$ cat src/rtl/rcs_pkg.sv
package rcs_pkg;

  localparam int unsigned WORD_W   = 32;
  localparam int unsigned NUM_BTN  = 2;

  // Bit positions; software decodes these, so they are fixed.
  localparam int unsigned POR_BIT  = 31;
  localparam int unsigned SPOR_BIT = 30;
  localparam int unsigned SXIR_BIT = 29;
  localparam int unsigned BPOR_BIT = 28;
  localparam int unsigned BXIR_BIT = 27;

  localparam logic [WORD_W-1:0] ONE_W = WORD_W'(1);

  localparam logic [WORD_W-1:0] POR_ONLY   = ONE_W << POR_BIT;
  localparam logic [WORD_W-1:0] W1C_MASK   = (ONE_W << POR_BIT) | (ONE_W << BPOR_BIT) |
                                             (ONE_W << BXIR_BIT);
  localparam logic [WORD_W-1:0] DIRECT_MASK = (ONE_W << SPOR_BIT) | (ONE_W << SXIR_BIT);
  localparam logic [WORD_W-1:0] LIVE_MASK  = W1C_MASK | DIRECT_MASK;

  // Cause bit that button index i sets.
  function automatic int unsigned btn_bit(input int unsigned i);
    return (i == 0) ? BPOR_BIT : BXIR_BIT;
  endfunction

  // New register value after a software write.
  function automatic logic [WORD_W-1:0] merge_write(input logic [WORD_W-1:0] cur,
                                                    input logic [WORD_W-1:0] wval);
    logic [WORD_W-1:0] v;
    v = wval & LIVE_MASK;
    return (cur & ~(v & W1C_MASK) & ~DIRECT_MASK) | (v & DIRECT_MASK);
  endfunction

  function automatic logic wants_reset(input logic [WORD_W-1:0] wval);
    return wval[SPOR_BIT] | wval[SXIR_BIT];
  endfunction

endpackage

$ cat src/rtl/rcs_edge_detect.sv
module rcs_edge_detect #(
  parameter int unsigned N = 2
) (
  input  logic         clk,
  input  logic         rst_n,
  input  logic [N-1:0] lvl_i,
  output logic [N-1:0] rise_o
);

  for (genvar g = 0; g < N; g++) begin : g_ch
    logic prev_q;
    always_ff @(posedge clk or negedge rst_n) begin
      if (!rst_n) prev_q <= 1'b0;
      else        prev_q <= lvl_i[g];
    end
    assign rise_o[g] = lvl_i[g] & ~prev_q;

    // a level held high produces no second edge
    held_no_edge_chk: assert property (@(posedge clk) disable iff (!rst_n)
      (lvl_i[g] && $past(lvl_i[g])) |-> !rise_o[g]);
  end

endmodule

$ cat src/rtl/rcs_boot_counter.sv
module rcs_boot_counter #(
  parameter int unsigned CNT_W = 4
) (
  input  logic clk,
  input  logic rst_n,
  input  logic sys_rst_i,
  input  logic rearm_i,
  output logic first_o
);

  localparam logic [CNT_W-1:0] CNT_MAX = {CNT_W{1'b1}};

  logic [CNT_W-1:0] cnt_q;

  always_ff @(posedge clk or negedge rst_n) begin
    if (!rst_n)                              cnt_q <= '0;
    else if (sys_rst_i && cnt_q != CNT_MAX)  cnt_q <= cnt_q + 1'b1;
    else if (!sys_rst_i && rearm_i)          cnt_q <= '0;
  end

  assign first_o = (cnt_q == '0);


  rearm_sets_first_chk: assert property (@(posedge clk) disable iff (!rst_n)
    (rearm_i && !sys_rst_i) |=> first_o);

  reset_clears_first_chk: assert property (@(posedge clk) disable iff (!rst_n)
    sys_rst_i |=> !first_o);

  idle_keeps_first_chk: assert property (@(posedge clk) disable iff (!rst_n)
    (!sys_rst_i && !rearm_i) |=> $stable(first_o));

endmodule

$ cat src/rtl/rcs_cause_reg.sv
module rcs_cause_reg
  import rcs_pkg::*;
#(
  parameter int unsigned N = NUM_BTN
) (
  input  logic              clk,
  input  logic              rst_n,
  input  logic              sys_rst_i,
  input  logic              first_i,
  input  logic              wr_take_i,
  input  logic [WORD_W-1:0] wdata_i,
  input  logic [N-1:0]      btn_rise_i,
  output logic [WORD_W-1:0] cause_o
);

  logic [WORD_W-1:0] cause_q, base_d, set_d;

  always_comb begin
    if (sys_rst_i)      base_d = first_i ? POR_ONLY : cause_q;
    else if (wr_take_i) base_d = merge_write(cause_q, wdata_i);
    else                base_d = cause_q;
    set_d = '0;
    for (int unsigned i = 0; i < N; i++)
      if (btn_rise_i[i]) set_d[btn_bit(i)] = 1'b1;
  end

  always_ff @(posedge clk or negedge rst_n) begin
    if (!rst_n) cause_q <= '0;
    else        cause_q <= base_d | set_d;
  end

  assign cause_o = cause_q;

  // reserved bits never hold a one
  always_comb reserved_zero_chk: assert ((cause_q & ~LIVE_MASK) == '0);


  por_load_chk: assert property (@(posedge clk) disable iff (!rst_n)
    (sys_rst_i && first_i && btn_rise_i == '0) |=> cause_q == POR_ONLY);

  late_reset_hold_chk: assert property (@(posedge clk) disable iff (!rst_n)
    (sys_rst_i && !first_i && btn_rise_i == '0) |=> $stable(cause_q));

  no_write_hold_chk: assert property (@(posedge clk) disable iff (!rst_n)
    (!sys_rst_i && !wr_take_i && btn_rise_i == '0) |=> $stable(cause_q));

  btn0_set_chk: assert property (@(posedge clk) disable iff (!rst_n)
    btn_rise_i[0] |=> cause_q[btn_bit(0)]);

  btn1_set_chk: assert property (@(posedge clk) disable iff (!rst_n)
    btn_rise_i[N-1] |=> cause_q[btn_bit(N-1)]);

endmodule

$ cat src/rtl/reset_cause_status.sv
module reset_cause_status
  import rcs_pkg::*;
#(
  parameter int unsigned CNT_W = 4
) (
  input  logic              clk,
  input  logic              rst_n,
  input  logic              word_sel_i,
  input  logic              wr_en_i,
  input  logic [WORD_W-1:0] wdata_i,
  output logic [WORD_W-1:0] rdata_o,
  input  logic              sys_rst_i,
  input  logic              btn_por_i,
  input  logic              btn_xir_i,
  output logic              reset_req_o,
  output logic              por_pending_o
);

  logic              wr_take, rearm, req_fire, first, req_q;
  logic [NUM_BTN-1:0] btn_lvl, btn_rise;
  logic [WORD_W-1:0] cause;

  assign wr_take  = wr_en_i & word_sel_i & ~sys_rst_i;
  assign rearm    = wr_take & wdata_i[SPOR_BIT];
  assign req_fire = wr_take & wants_reset(wdata_i);
  assign btn_lvl  = {btn_xir_i, btn_por_i};

  rcs_edge_detect #(.N(NUM_BTN)) edge_i (
    .clk(clk), .rst_n(rst_n), .lvl_i(btn_lvl), .rise_o(btn_rise));

  rcs_boot_counter #(.CNT_W(CNT_W)) cnt_i (
    .clk(clk), .rst_n(rst_n), .sys_rst_i(sys_rst_i), .rearm_i(rearm), .first_o(first));

  rcs_cause_reg #(.N(NUM_BTN)) reg_i (
    .clk(clk), .rst_n(rst_n), .sys_rst_i(sys_rst_i), .first_i(first),
    .wr_take_i(wr_take), .wdata_i(wdata_i), .btn_rise_i(btn_rise), .cause_o(cause));

  always_ff @(posedge clk or negedge rst_n) begin
    if (!rst_n) req_q <= 1'b0;
    else        req_q <= req_fire;
  end

  assign reset_req_o   = req_q;
  assign por_pending_o = first;
  assign rdata_o       = word_sel_i ? cause : '0;


  req_has_cause_chk: assert property (@(posedge clk) disable iff (!rst_n)
    reset_req_o |-> $past(wr_en_i && word_sel_i && wants_reset(wdata_i)));

  req_blocked_chk: assert property (@(posedge clk) disable iff (!rst_n)
    sys_rst_i |=> !reset_req_o);

  low_word_no_req_chk: assert property (@(posedge clk) disable iff (!rst_n)
    !word_sel_i |=> !reset_req_o);

  always_comb low_word_zero_chk: assert (word_sel_i || rdata_o == '0);

endmodule

$ cat config.mk
export PLATFORM = sky130hd
export DESIGN_NAME = reset_cause_status
export DESIGN_NICKNAME = d
export VERILOG_FILES = /design/src/rtl/rcs_pkg.sv /design/src/rtl/rcs_edge_detect.sv /design/src/rtl/rcs_boot_counter.sv /design/src/rtl/rcs_cause_reg.sv /design/src/rtl/reset_cause_status.sv
export SDC_FILE = /design/constraint.sdc
export NUM_CORES = 1
export LEC_CHECK = 0
export BUFFER_PORTS_ARGS = -buffer_cell sky130_fd_sc_hd__buf_2
export CAP_MARGIN = 20
export CORE_MARGIN = 4
export CORE_UTILIZATION = 36
export CTS_BUF_LIST = sky130_fd_sc_hd__clkbuf_8 sky130_fd_sc_hd__clkbuf_16
export DETAILED_ROUTE_END_ITERATION = 6
export PLACE_DENSITY = 0.79
export SLEW_MARGIN = 20
export SYNTH_ARGS = -nofsm -noshare
export SYNTH_HDL_FRONTEND = slang
export SYNTH_SLANG_ARGS = --single-unit
$ cat constraint.sdc
create_clock -name clk -period 1.6 [get_ports clk]
set_input_delay 0.08 -clock clk [delete_from_list [all_inputs] [get_ports clk]]
set_output_delay 0.08 -clock clk [all_outputs]
set_load 0.02 [all_outputs]
# == Word-level counts from Yosys, hierarchy flattened ==
# Cells that the tools add are included.
# Widths: inputs -> output; s select.
# word_totals
regBits,39
inputBits,39
out_inout_bits,34
elab_cells,34
# classes
addsub,1
n_eq_ne,1
n_mux,8
bitwise_logic,14
n_reduce_logical,5
# op_table
operator,count
$mux 32,4
$and 32x32->32,1
$not 32->32,1
$or 32x29->32,1
$or 32x31->32,1
$mux 4,2
$and 1x1->1,6
$add 4x1->4 const B,1
$logic_not 4->1,1
$ne 4x4->1 const B,1
$not 1->1,3
$logic_and 1x1->1,2
$mux 1,2
$reduce_bool 2->1,1
$logic_not 1->1,1
$or 1x1->1,1

# == Depth between registers and ports, before layout ==
# Gate-level depths: netlist of the first run.
# logic_depth
word_depth,6
depth_mapped,5
mapped_depth_nobuf,5

# == Cells and area by module ==
# A second synthesis of the first run with hierarchy kept.
# hier_totals
hier_cells,115
hier_area_um2,1036.0
# modules_own_cells
module,n_inst,cells_per_inst,area_each_um2,seq_area_each_um2
rcs_cause_reg,1,45,427.9,125.1
reset_cause_status,1,39,266.5,25.0
rcs_boot_counter,1,27,264.0,100.1
rcs_edge_detect,1,4,77.6,50.0

# == Worst setup path after synthesis of the first run ==
# Ideal clock, no wire load.
# synth_path
kind,register -> register
start,reg cnt_i.cnt_q[0]
end,reg reg_i.cause_q[27] (netlist: reg_i.cause_o[27])
setup_time_ns,0.122
t_arrival_ns,1.322
required_ns,1.478
setup_slack_ns,0.156
stages_incl_launch_ff,6
n_path_buf,0
period_less_slack_ns,1.444
path_cell_list,dfrtp_1 -> inv_1 -> ha_1 -> nor3b_2 -> nand2_1 -> a32o_1
# synth_between
elab_chain_len,4
# synth_lines
element,line,source
start: declaration,rcs_boot_counter.sv:13,logic [CNT_W-1:0] cnt_q;
start signal: assignment,rcs_boot_counter.sv:17,else if (sys_rst_i && cnt_q != CNT_MAX) cnt_q <= cnt_q + 1'b1;
$logic_not 4->1,rcs_boot_counter.sv:21,assign first_o = (cnt_q == '0);
named net por_pending_o,reset_cause_status.sv:16,output logic por_pending_o
$mux 32 (2 in a row),rcs_cause_reg.sv:19,if (sys_rst_i) base_d = first_i ? POR_ONLY : cause_q;
$or 32x29->32,rcs_cause_reg.sv:29,else cause_q <= base_d | set_d;
end signal: assignment,rcs_cause_reg.sv:29,
end: declaration,rcs_cause_reg.sv:16,"logic [WORD_W-1:0] cause_q, base_d, set_d;"
# The timed path passes the listed nets, and every way through them passes these cells.
# A chain may end at the register's enable or synchronous reset.

# == Worst setup path after layout of the first run ==
# layout_path
start,reg cnt_i.cnt_q[0]
end,out por_pending_o
# layout_between
elab_chain_len,1
# layout_lines
element,line
$logic_not 4->1,rcs_boot_counter.sv:21
end: declaration,reset_cause_status.sv:16
# No other way between the ends.

==> flow_metrics.tcl, run 1 <==
set metrics [dict create \
    outcome "finished, final reports clean" \
    drive_gt1_share_pct 23.5 \
    end_kind "primary output" \
    initial_core_util_pct 38.8 \
    p_seq_share_pct 41.8 \
    num_vias 551 \
    ir_drop_v 0.000543 \
    synth_warnings 0 \
    diodes 0 \
    synth_area_leaders "dfrtp_1 (38%), buf_4 (26%), and2_1 (4.0%)" \
    cp_max_fo 5 \
    cts-resized-gates 0 \
    die_y_um 54.7 \
    grt_max_degree 13 \
    p_switching_uw 443 \
    power.internal_uw 768 \
    multi_input_area_um2 353 \
    cp-start-kind "flop" \
    totalWireLength_um 1380 \
    holdCritPathClass "in -> reg" \
    grt_usage_pct 9.39 \
    antenna_found_initial 0 \
    synth.distinct_cells 26 \
    viasPerCell 4.27 \
    drc 0 \
    comb_power_share_pct 36.7 \
    drt-initial-drc-count 5 \
    fin_cells 129 \
    worstSetupPathType "reg -> out" \
    gp_congestion 0.708 \
    num_rows 16 \
    rsz0062_at_grt "no" \
    period_needed_ps 1320 \
    worst_clock_skew_ps 4.62 \
    syn-instance-count 80 \
    critPathArrivalTime_ps 1240 \
    io_pins 73 \
    clockPowerShare_pct 21.5 \
    ys_seq_area_share_pct 38.3 \
    ys_ff_latch 12 \
    htreeDepth 1 \
    first_global_vias 475 \
    dp_slack_ps 286 \
    final.fill_count 202 \
    setup_violations 0 \
    grt_first_pass_wirelength_um 1930 \
    cts_buffer_depth 2 \
    dp_cells 123 \
    fp.dieW_um 54.7 \
    cts_root_buf "clkbuf_8" \
    cts_buffers 3 \
    clk_pin_slew_worst_paths_ps 40 \
    max_freq_ghz 0.757 \
    p_total_mw 1.21 \
    synthToLayoutAreaGrowth_pct 10.0 \
    synth_top_area_share_pct 38.3 \
    portBuffers 18 \
    overflow 0 \
    setup_ws_ps 280 \
    clock_sinks 12 \
    insertion_delay_ps 240 \
    fin_nets 145 \
    avgRoutedWirePerCell_um 10.7 \
    dp_hpwl_um 1100 \
    drv_slew 0 \
    p_per_area_nw_per_um2 1400 \
    p_leak_nw 0.465 \
    timing.max_cap.violations 0 \
    worstPathRequired_ps 1520 \
    syn_area_per_cell_um2 9.81 \
    post-route-period-util_pct 82.5 \
    dr.pass1.iters 3 \
    timing_hold_violations_final 0 \
    swShare_pct 36.6 \
    cts_tree "yes" \
    yosysTopAreaCell "dfrtp_1" \
    post_cts_buffers 0 \
    syn_area_um2 785 \
    core_um2 2020 \
    die-area_um2 2990 \
    finalSetupTns_ps 0 \
    ant_nets 0 \
    register_area_um2 300 \
]
## cells in the final DEF (no fill, tap or decap)
| cell | n |
|---|---|
| a21o_1 | 1 |
| a21oi_1 | 1 |
| a22o_1 | 2 |
| a31o_1 | 1 |
| a32o_1 | 2 |
| and2_1 | 5 |
| and3_1 | 1 |
| and3b_1 | 1 |
| and4bb_2 | 1 |
| buf_2 | 18 |
| clkbuf_8 | 3 |
| conb_1 | 27 |
| dfrtp_1 | 12 |
| dlygate4sd3_1 | 3 |
| ha_1 | 2 |
| inv_1 | 4 |
| mux2i_1 | 1 |
| nand2_1 | 6 |
| nand3_1 | 1 |
| nand4_1 | 1 |
| nand4b_1 | 2 |
| nor2_1 | 1 |
| nor2_2 | 1 |
| nor3b_2 | 1 |
| o211ai_1 | 1 |
| o21a_1 | 1 |
| o21ai_0 | 2 |
## timing repair
item / 4_1_cts / 5_1_grt
hold buffers: 3 / 0
hold endpoints to repair: 14 / 0
setup endpoints to repair: 0 / 0
## critical path, stage by stage, from the launching register on
cell	delay, ps
dfrtp_1	410
inv_1	70
ha_1	140
nor3b_2	190
buf_2	190
## cell usage after synthesis
cell type  number
o21a_1          1
o211ai_1        1
buf_6           1
a31o_1          1
nand4_1         1
buf_4          27
nor2_2          1
a21o_1          1
mux2i_1         1
conb_1          1
a22o_1          2
nor2_1          1
dfrtp_1        12
nand4b_1        2
and4bb_2        1
ha_1            2
nor3b_2         1
a21oi_1         1
nand2_1         6
inv_1           4
and3_1          1
o21ai_0         2
and3b_1         1
nand3_1         1
and2_1          5
a32o_1          2
## path summary, 6_finish.rpt
check,start,to,slack (ps),cells after the start
setup / recovery,cnt_i.cnt_q[0],por_pending_o,280,4
hold / removal,wdata_i[29],reset_req_o,70,2
min in group asynchronous,rst_n,reg_i.cause_o[28],260,2
hold reg to reg,reg_i.cause_o[31],reg_i.cause_o[31],480,1
max in group asynchronous,rst_n,reg_i.cause_o[31],1120,2
setup reg to reg,cnt_i.cnt_q[0],reg_i.cause_o[27],310,5
## sequential cells by signal (all words and copies together), names as in the netlist
signal              cells
edge_i.g_ch.prev_q      2
cnt_i.cnt_q             4
reg_i.cause_o           5
reset_req_o             1
## cell families (layout without fill, tap and decap cells)
family,after synthesis,after routing,share of synthesized area [%]
AOI/OAI and AO/OA,11,11,10.7
adders and majority gates,2,2,3.19
buffers and inverters,32,28,29.2
DFF,12,12,38.3
muxes,1,1,1.28
other,1,27,0.478
and+or+nand+nor,21,21,16.9
## metrics by stage
step | util, % | hold slack, ps | instance area, um^2
6_report | 42.7 | 69.0 | 863
5_1_grt | 42.7 | 62.8 | 863
4_1_cts | 42.7 | 59.4 | 863
3_5_place_dp | 39.2 | -27.5 | 792
3_3_place_gp | 39.2 | -31.4 | 792
2_1_floorplan | - | -216 | 882
## metal layers
| metal | global-route usage (%) | routed length, um |
|---|---|---|
| met5 | 0 | 0 |
| met4 | 7.47 | 29 |
| met3 | 3.00 | 164 |
| met2 | 15.9 | 665 |
| met1 | 9.27 | 525 |
## power groups by stage
stage               combinational [mW]  sequential (mW)  clock [mW]
floorplan                        0.391            0.485           0
global placement                 0.428            0.504           0
detailed placement               0.441            0.509           0
CTS                              0.449            0.505       0.270
global route                     0.497            0.524       0.296
finish                           0.444            0.506       0.260
## final cells by class
class                      count  area share [%]
clock buffer                   3            4.78
multi-input combinational     62            40.9
timing repair buffer          21            13.9
sequential                    12            34.8
tap                           27            3.91
inverter                       4            1.74
(Power assumes the default switching activity.)
==> inputs of run 2 (changes only) <==
--- a/config.mk
+++ b/config.mk
@@ -5,13 +5,14 @@
 export SDC_FILE = /design/constraint.sdc
 export NUM_CORES = 1
 export LEC_CHECK = 0
+export ABC_AREA = 1
 export BUFFER_PORTS_ARGS = -buffer_cell sky130_fd_sc_hd__buf_2
 export CAP_MARGIN = 20
 export CORE_MARGIN = 4
-export CORE_UTILIZATION = 36
+export CORE_UTILIZATION = 33
 export CTS_BUF_LIST = sky130_fd_sc_hd__clkbuf_8 sky130_fd_sc_hd__clkbuf_16
 export DETAILED_ROUTE_END_ITERATION = 6
-export PLACE_DENSITY = 0.79
+export PLACE_DENSITY = 0.74
 export SLEW_MARGIN = 20
 export SYNTH_ARGS = -nofsm -noshare
 export SYNTH_HDL_FRONTEND = slang
==> constraint.sdc (replaced) <==
create_clock -name clk -period 1.2 [get_ports clk]
set_input_delay 0.06 -clock clk [delete_from_list [all_inputs] [get_ports clk]]
set_output_delay 0.06 -clock clk [all_outputs]
set_load 0.02 [all_outputs]
==> flow_metrics.tcl, run 2 <==
set metrics [dict create \
    outcome "finished, final reports clean" \
    register_area_um2 300 \
    totalWireLength_um 1500 \
    largest_register_ffs 5 \
    yosys-top-cells-count "buf_4 (28), nand2_1 (23), dfrtp_1 (12)" \
    clock_sinks 12 \
    period_needed_ps 1180 \
    mostFrequentLayoutCells "conb_1 (27), nand2_1 (22), buf_2 (17)" \
    htreeDepth 1 \
    placed_area_um2 831 \
    grt_max_degree 13 \
    cts_buffer_depth 2 \
    fin_nets 172 \
    syn-instance-count 103 \
    critPathArrivalTime_ps 1120 \
    synth_edf_count 0 \
    first_global_vias 524 \
    ir_drop_v 0.000912 \
    io_pins 73 \
    core_um2 2300 \
    insertion_delay_ps 240 \
    ys.flop_type "dfrtp_1" \
    synth.distinct_cells 18 \
    p_per_area_nw_per_um2 1750 \
    drive_gt1_share_pct 31.0 \
    drc 0 \
    dp_hpwl_um 1120 \
    final.fill_count 244 \
    gp_congestion 0.831 \
    yosysTopAreaCell "dfrtp_1" \
    timing.max_cap.violations 0 \
    diodes 0 \
    viasPerCell 4.13 \
    synth_warnings 0 \
    syn_area_per_cell_um2 8.05 \
    die-area_um2 3380 \
    cts_buffers 3 \
    num_vias 648 \
    multi_input_area_um2 392 \
    grt_usage_pct 8.59 \
    num_rows 17 \
    ant_nets 0 \
    ys_seq_area_share_pct 36.2 \
    syn_area_um2 830 \
    final_area_um2 981 \
    worstPathRequired_ps 1140 \
    cts_tree "yes" \
    synth_top_area_share_pct 36.2 \
    grt_first_pass_wirelength_um 2210 \
    ys_ff_latch 12 \
    async_reset_ff_share_pct 100 \
    post-route-util_pct 42.7 \
    clk_pin_slew_worst_paths_ps 50 \
    layout_commonest_cell "conb_1" \
    worstSetupPathType "reg -> out" \
    setup_violations 0 \
    antenna_found_initial 0 \
    synth_area_leaders "dfrtp_1 (36%), buf_4 (25%), nand2_1 (10%)" \
    rsz0062_at_grt "yes" \
    drv_slew 0 \
    cp_max_fo 2 \
    synthToLayoutAreaGrowth_pct 18.3 \
    end_kind "primary output" \
    worst_clock_skew_ps 2.40 \
    cp-start-kind "flop" \
    overflow 0 \
    initial_core_util_pct 36.1 \
    timing_hold_violations_final 0 \
    p_leak_nw 0.579 \
    cts_root_buf "clkbuf_8" \
    max_freq_ghz 0.845 \
    yosysMostFrequentCell "buf_4" \
    post-route-period-util_pct 98.6 \
    portBuffers 18 \
    fp.dieW_um 58.1 \
    die_y_um 58.1 \
    drt-initial-drc-count 7 \
    holdCritPathClass "in -> reg" \
    avgRoutedWirePerCell_um 9.54 \
    dr.pass1.iters 4 \
]
## run 2: cell count changes after synthesis, sizes merged, moves of 2 or more
cell / before / now
nand2: 6 / 24
nand3: 1 / 12
inv: 4 / 13
and2: 5 / 0
nand4: 1 / 5
a22o: 2 / 0
a32o: 2 / 0
nand4b: 2 / 0
## run 2: report_power, final
part	leakage [nW]	total, mW	switching [mW]	internal, mW
logic	0.413	0.730	0.420	0.310
registers	0.145	0.632	0.108	0.524
clock network	0.0216	0.358	0.138	0.220
total	0.579	1.72	0.666	1.05
## run 2: routing by layer
| metal | vias to the layer above | wire, um | global-route usage, % |
|---|---|---|---|
| met5 | - | 0 | 0 |
| met4 | 0 | 13 | 1.99 |
| met3 | 2 | 180 | 4.68 |
| met2 | 31 | 758 | 14.0 |
| met1 | 295 | 545 | 9.84 |
| li1 | 320 | - | - |
## run 2: worst max-delay path: stages, from the launching register on
cell,delay (ps)
dfrtp_1,380
inv_2,90
ha_4,140
nand2_2,40
nor2_2,110
buf_6,130
## run 2: per-stage QoR
stage                     hold slack (ps)  power (mW)  setup WS (ps)  cells  setup TNS [ps]
after CTS                            86.4        1.63          -17.5    156           -17.5
after detailed placement            -50.8        1.17           87.9    146               0
final                                84.4        1.72           16.6    157               0
after floorplan                      -236        1.13            165    129               0
after global placement              -53.6        1.15            134    146               0
after global routing                  110        1.87          -41.4    157           -41.9
## run 2: timing repair
item,4_1_cts,5_1_grt
endpoints found under the hold margin,14,0
hold buffers,3,0
pin swaps,1,4
buffers inserted,4,1
gates resized for setup,2,9
endpoints found under the setup margin,1,6
## run 2: final timing paths
| path | from | slack (ps) | cells past startpoint | end |
|---|---|---|---|---|
| max in group asynchronous | rst_n | 760 | 2 | cnt_i.cnt_q[0] |
| max reg2reg | cnt_i.cnt_q[1] | 70 | 6 | cnt_i.cnt_q[1] |
| min in group asynchronous | rst_n | 230 | 2 | reg_i.cause_o[30] |
| min | wdata_i[31] | 80 | 4 | reg_i.cause_o[31] |
| min reg2reg | reg_i.cause_o[31] | 470 | 2 | reg_i.cause_o[31] |
| max | cnt_i.cnt_q[0] | 20 | 5 | por_pending_o |
## run 2: cells by family after synthesis
kind of cell | synth area share (%)
and+or+nand+nor | 25.9
buffers and inverters | 32.6
DFF | 36.2
AOI/OAI and AO/OA | 1.81
adders and majority gates | 3.02
other | 0.452
## run 2: cell type report
class | count | share of cell area, %
well taps | 28 | 3.57
inverters | 13 | 4.97
repair buffers | 26 | 16.7
multi-input cells | 75 | 39.9
flip-flops and latches | 12 | 30.6
clock buffers | 3 | 4.21
==> inputs of run 3 (changes only) <==
--- a/config.mk
+++ b/config.mk
@@ -6,13 +6,13 @@
 export NUM_CORES = 1
 export LEC_CHECK = 0
 export ABC_AREA = 1
-export BUFFER_PORTS_ARGS = -buffer_cell sky130_fd_sc_hd__buf_2
 export CAP_MARGIN = 20
 export CORE_MARGIN = 4
-export CORE_UTILIZATION = 33
+export CORE_UTILIZATION = 54
 export CTS_BUF_LIST = sky130_fd_sc_hd__clkbuf_8 sky130_fd_sc_hd__clkbuf_16
 export DETAILED_ROUTE_END_ITERATION = 6
-export PLACE_DENSITY = 0.74
+export DONT_BUFFER_PORTS = 1
+export PLACE_DENSITY = 0.72
 export SLEW_MARGIN = 20
 export SYNTH_ARGS = -nofsm -noshare
 export SYNTH_HDL_FRONTEND = slang
==> flow_metrics.tcl, run 3 (synthesis results as in run 2) <==
set metrics [dict create \
    gp_congestion 0.726 \
    hold_path_end "reset_req_o" \
    min_from "wr_en_i" \
    cp_cell_sequence "inv_2 > ha_2 > nand2_1 > nor2_1 > buf_4" \
    avgRoutedWirePerCell_um 12.4 \
    fin_nets 158 \
    grt_max_degree 13 \
    viasPerCell 4.85 \
    totalWireLength_um 1620 \
    dp_cells 116 \
    r2r_cells 6 \
    fp.dieW_um 47.2 \
    dp_hpwl_um 1120 \
    wl_met3_um 197 \
    power.internal_uw 975 \
    num_vias 630 \
    insertion_delay_ps 250 \
    end_kind "primary output" \
    cts_root_buf "clkbuf_8" \
    timing.max_cap.violations 0 \
    drv_slew 0 \
    p_leak_nw 0.516 \
    p_seq_share_pct 39.2 \
    die-area_um2 2230 \
    worst_clock_skew_ps 3.58 \
    io_pins 73 \
    core_um2 1370 \
    swShare_pct 39.3 \
    cp_max_fo 2 \
    worstReg2RegStart "cnt_i.cnt_q[0]" \
    holdCritPathClass "in -> reg" \
    die_y_um 47.2 \
    p_per_area_nw_per_um2 1790 \
    overflow 0 \
    diodes 0 \
    worstSetupPathType "reg -> out" \
    post-route-period-util_pct 100 \
    cts_tree "yes" \
    mostFrequentLayoutCells "conb_1 (27), nand2_1 (23), dfrtp_1 (12)" \
    cts_buffers 3 \
    dr.pass1.iters 4 \
    drt-initial-drc-count 3 \
    comb_power_share_pct 38.1 \
    setup_violations 1 \
    critPathArrivalTime_ps 1150 \
    cp-start-kind "flop" \
    antenna_found_initial 0 \
    route.met2.wl_um 819 \
    worstPathRequired_ps 1140 \
    ir_drop_v 0.00108 \
    grt_usage_pct 16.1 \
    first_global_vias 530 \
    htreeDepth 1 \
    hold_depth 2 \
    wl_met1_um 562 \
    drive_gt1_share_pct 17.4 \
    dp_slack_ps 114 \
    clockPowerShare_pct 22.7 \
    cts_buffer_depth 2 \
    ant_nets 0 \
    fin_cells 130 \
    slew_headroom_pct 65.0 \
    critPathMaxStageDelay_ps 390 \
    synthToLayoutAreaGrowth_pct 8.30 \
    setup_ws_ps -5.49 \
    grt_first_pass_wirelength_um 2360 \
    period_needed_ps 1210 \
    portBuffers 0 \
    outcome "finished with violations" \
    regToRegSetupSlack_ps 70 \
    drc 0 \
    layout_commonest_cell "conb_1" \
    clock_sinks 12 \
    max_freq_ghz 0.830 \
    timing_hold_violations_final 0 \
    clk_pin_slew_worst_paths_ps 50 \
    maxUsedRoutingLayer "met4" \
    initial_core_util_pct 60.7 \
    violations "setup timing" \
    num_rows 13 \
    slowest_stage "dfrtp_1" \
    rsz0062_at_grt "yes" \
    r2r-end "cnt_i.cnt_q[2]" \
    largest_register_ffs 5 \
    p_switching_uw 631 \
    worstMarginPinSlew_ps 523 \
]
-- run 3: worst max-delay path: cells and delay by family, from the launching register on --
family | cells | cell delay, ps
simple gates | 2 | 140
buf+inv | 2 | 210
flops | 1 | 390
fa+ha+maj | 1 | 170
-- run 3: how the worst max path moves through the flow --
stage	cells past startpoint	from	end
detailed placement	5	cnt_i.cnt_q[0]	reg_i.cause_o[29]
floorplan	4	cnt_i.cnt_q[0]	por_pending_o
CTS	5	cnt_i.cnt_q[0]	por_pending_o
global route	5	cnt_i.cnt_q[1]	por_pending_o
global placement	5	cnt_i.cnt_q[0]	reg_i.cause_o[28]
finish	5	cnt_i.cnt_q[0]	por_pending_o
-- run 3: cell type report --
class,instances,area (um^2)
timing repair buffer,12,108
multi-input combinational,75,382
fill,113,468
clock buffer,3,41.3
tap,15,18.8
inverter,13,48.8
sequential,12,300
-- run 3: timing repair --
item / 4_1_cts / 5_1_grt
gates resized for setup: 1 / 5
setup buffers: 4 / 0
hold buffers: 7 / 0
hold endpoints to repair: 18 / 0
endpoints found under the setup margin: 1 / 6
pin swaps: 2 / 2
-- run 3: metrics by stage --
stage | utilization (%) | TNS, ps | hold slack, ps | total power [mW] | instance area, um^2
floorplan | - | 0 | -236 | 1.13 | 927
global placement | 53.6 | 0 | -235 | 1.10 | 732
detailed placement | 53.6 | 0 | -235 | 1.12 | 732
CTS | 64.1 | -6.97 | 12.5 | 1.58 | 876
global route | 65.8 | -66.9 | 22.3 | 1.73 | 898
finish | 65.8 | -5.49 | 11.9 | 1.61 | 898
-- run 3: routing by layer --
| metal | global-route usage (%) | up-vias |
|---|---|---|
| met5 | 0 | - |
| met4 | 11.6 | 0 |
| met3 | 6.13 | 5 |
| met2 | 27.1 | 40 |
| met1 | 16.0 | 295 |
| li1 | - | 290 |
-- run 3: power groups by stage --
stage / Sequential, mW / Combinational (mW) / Clock (mW)
floorplan: 0.599 / 0.532 / 0
global placement: 0.644 / 0.454 / 0
detailed placement: 0.651 / 0.467 / 0
CTS: 0.627 / 0.576 / 0.374
global route: 0.648 / 0.683 / 0.397
finish: 0.630 / 0.611 / 0.364
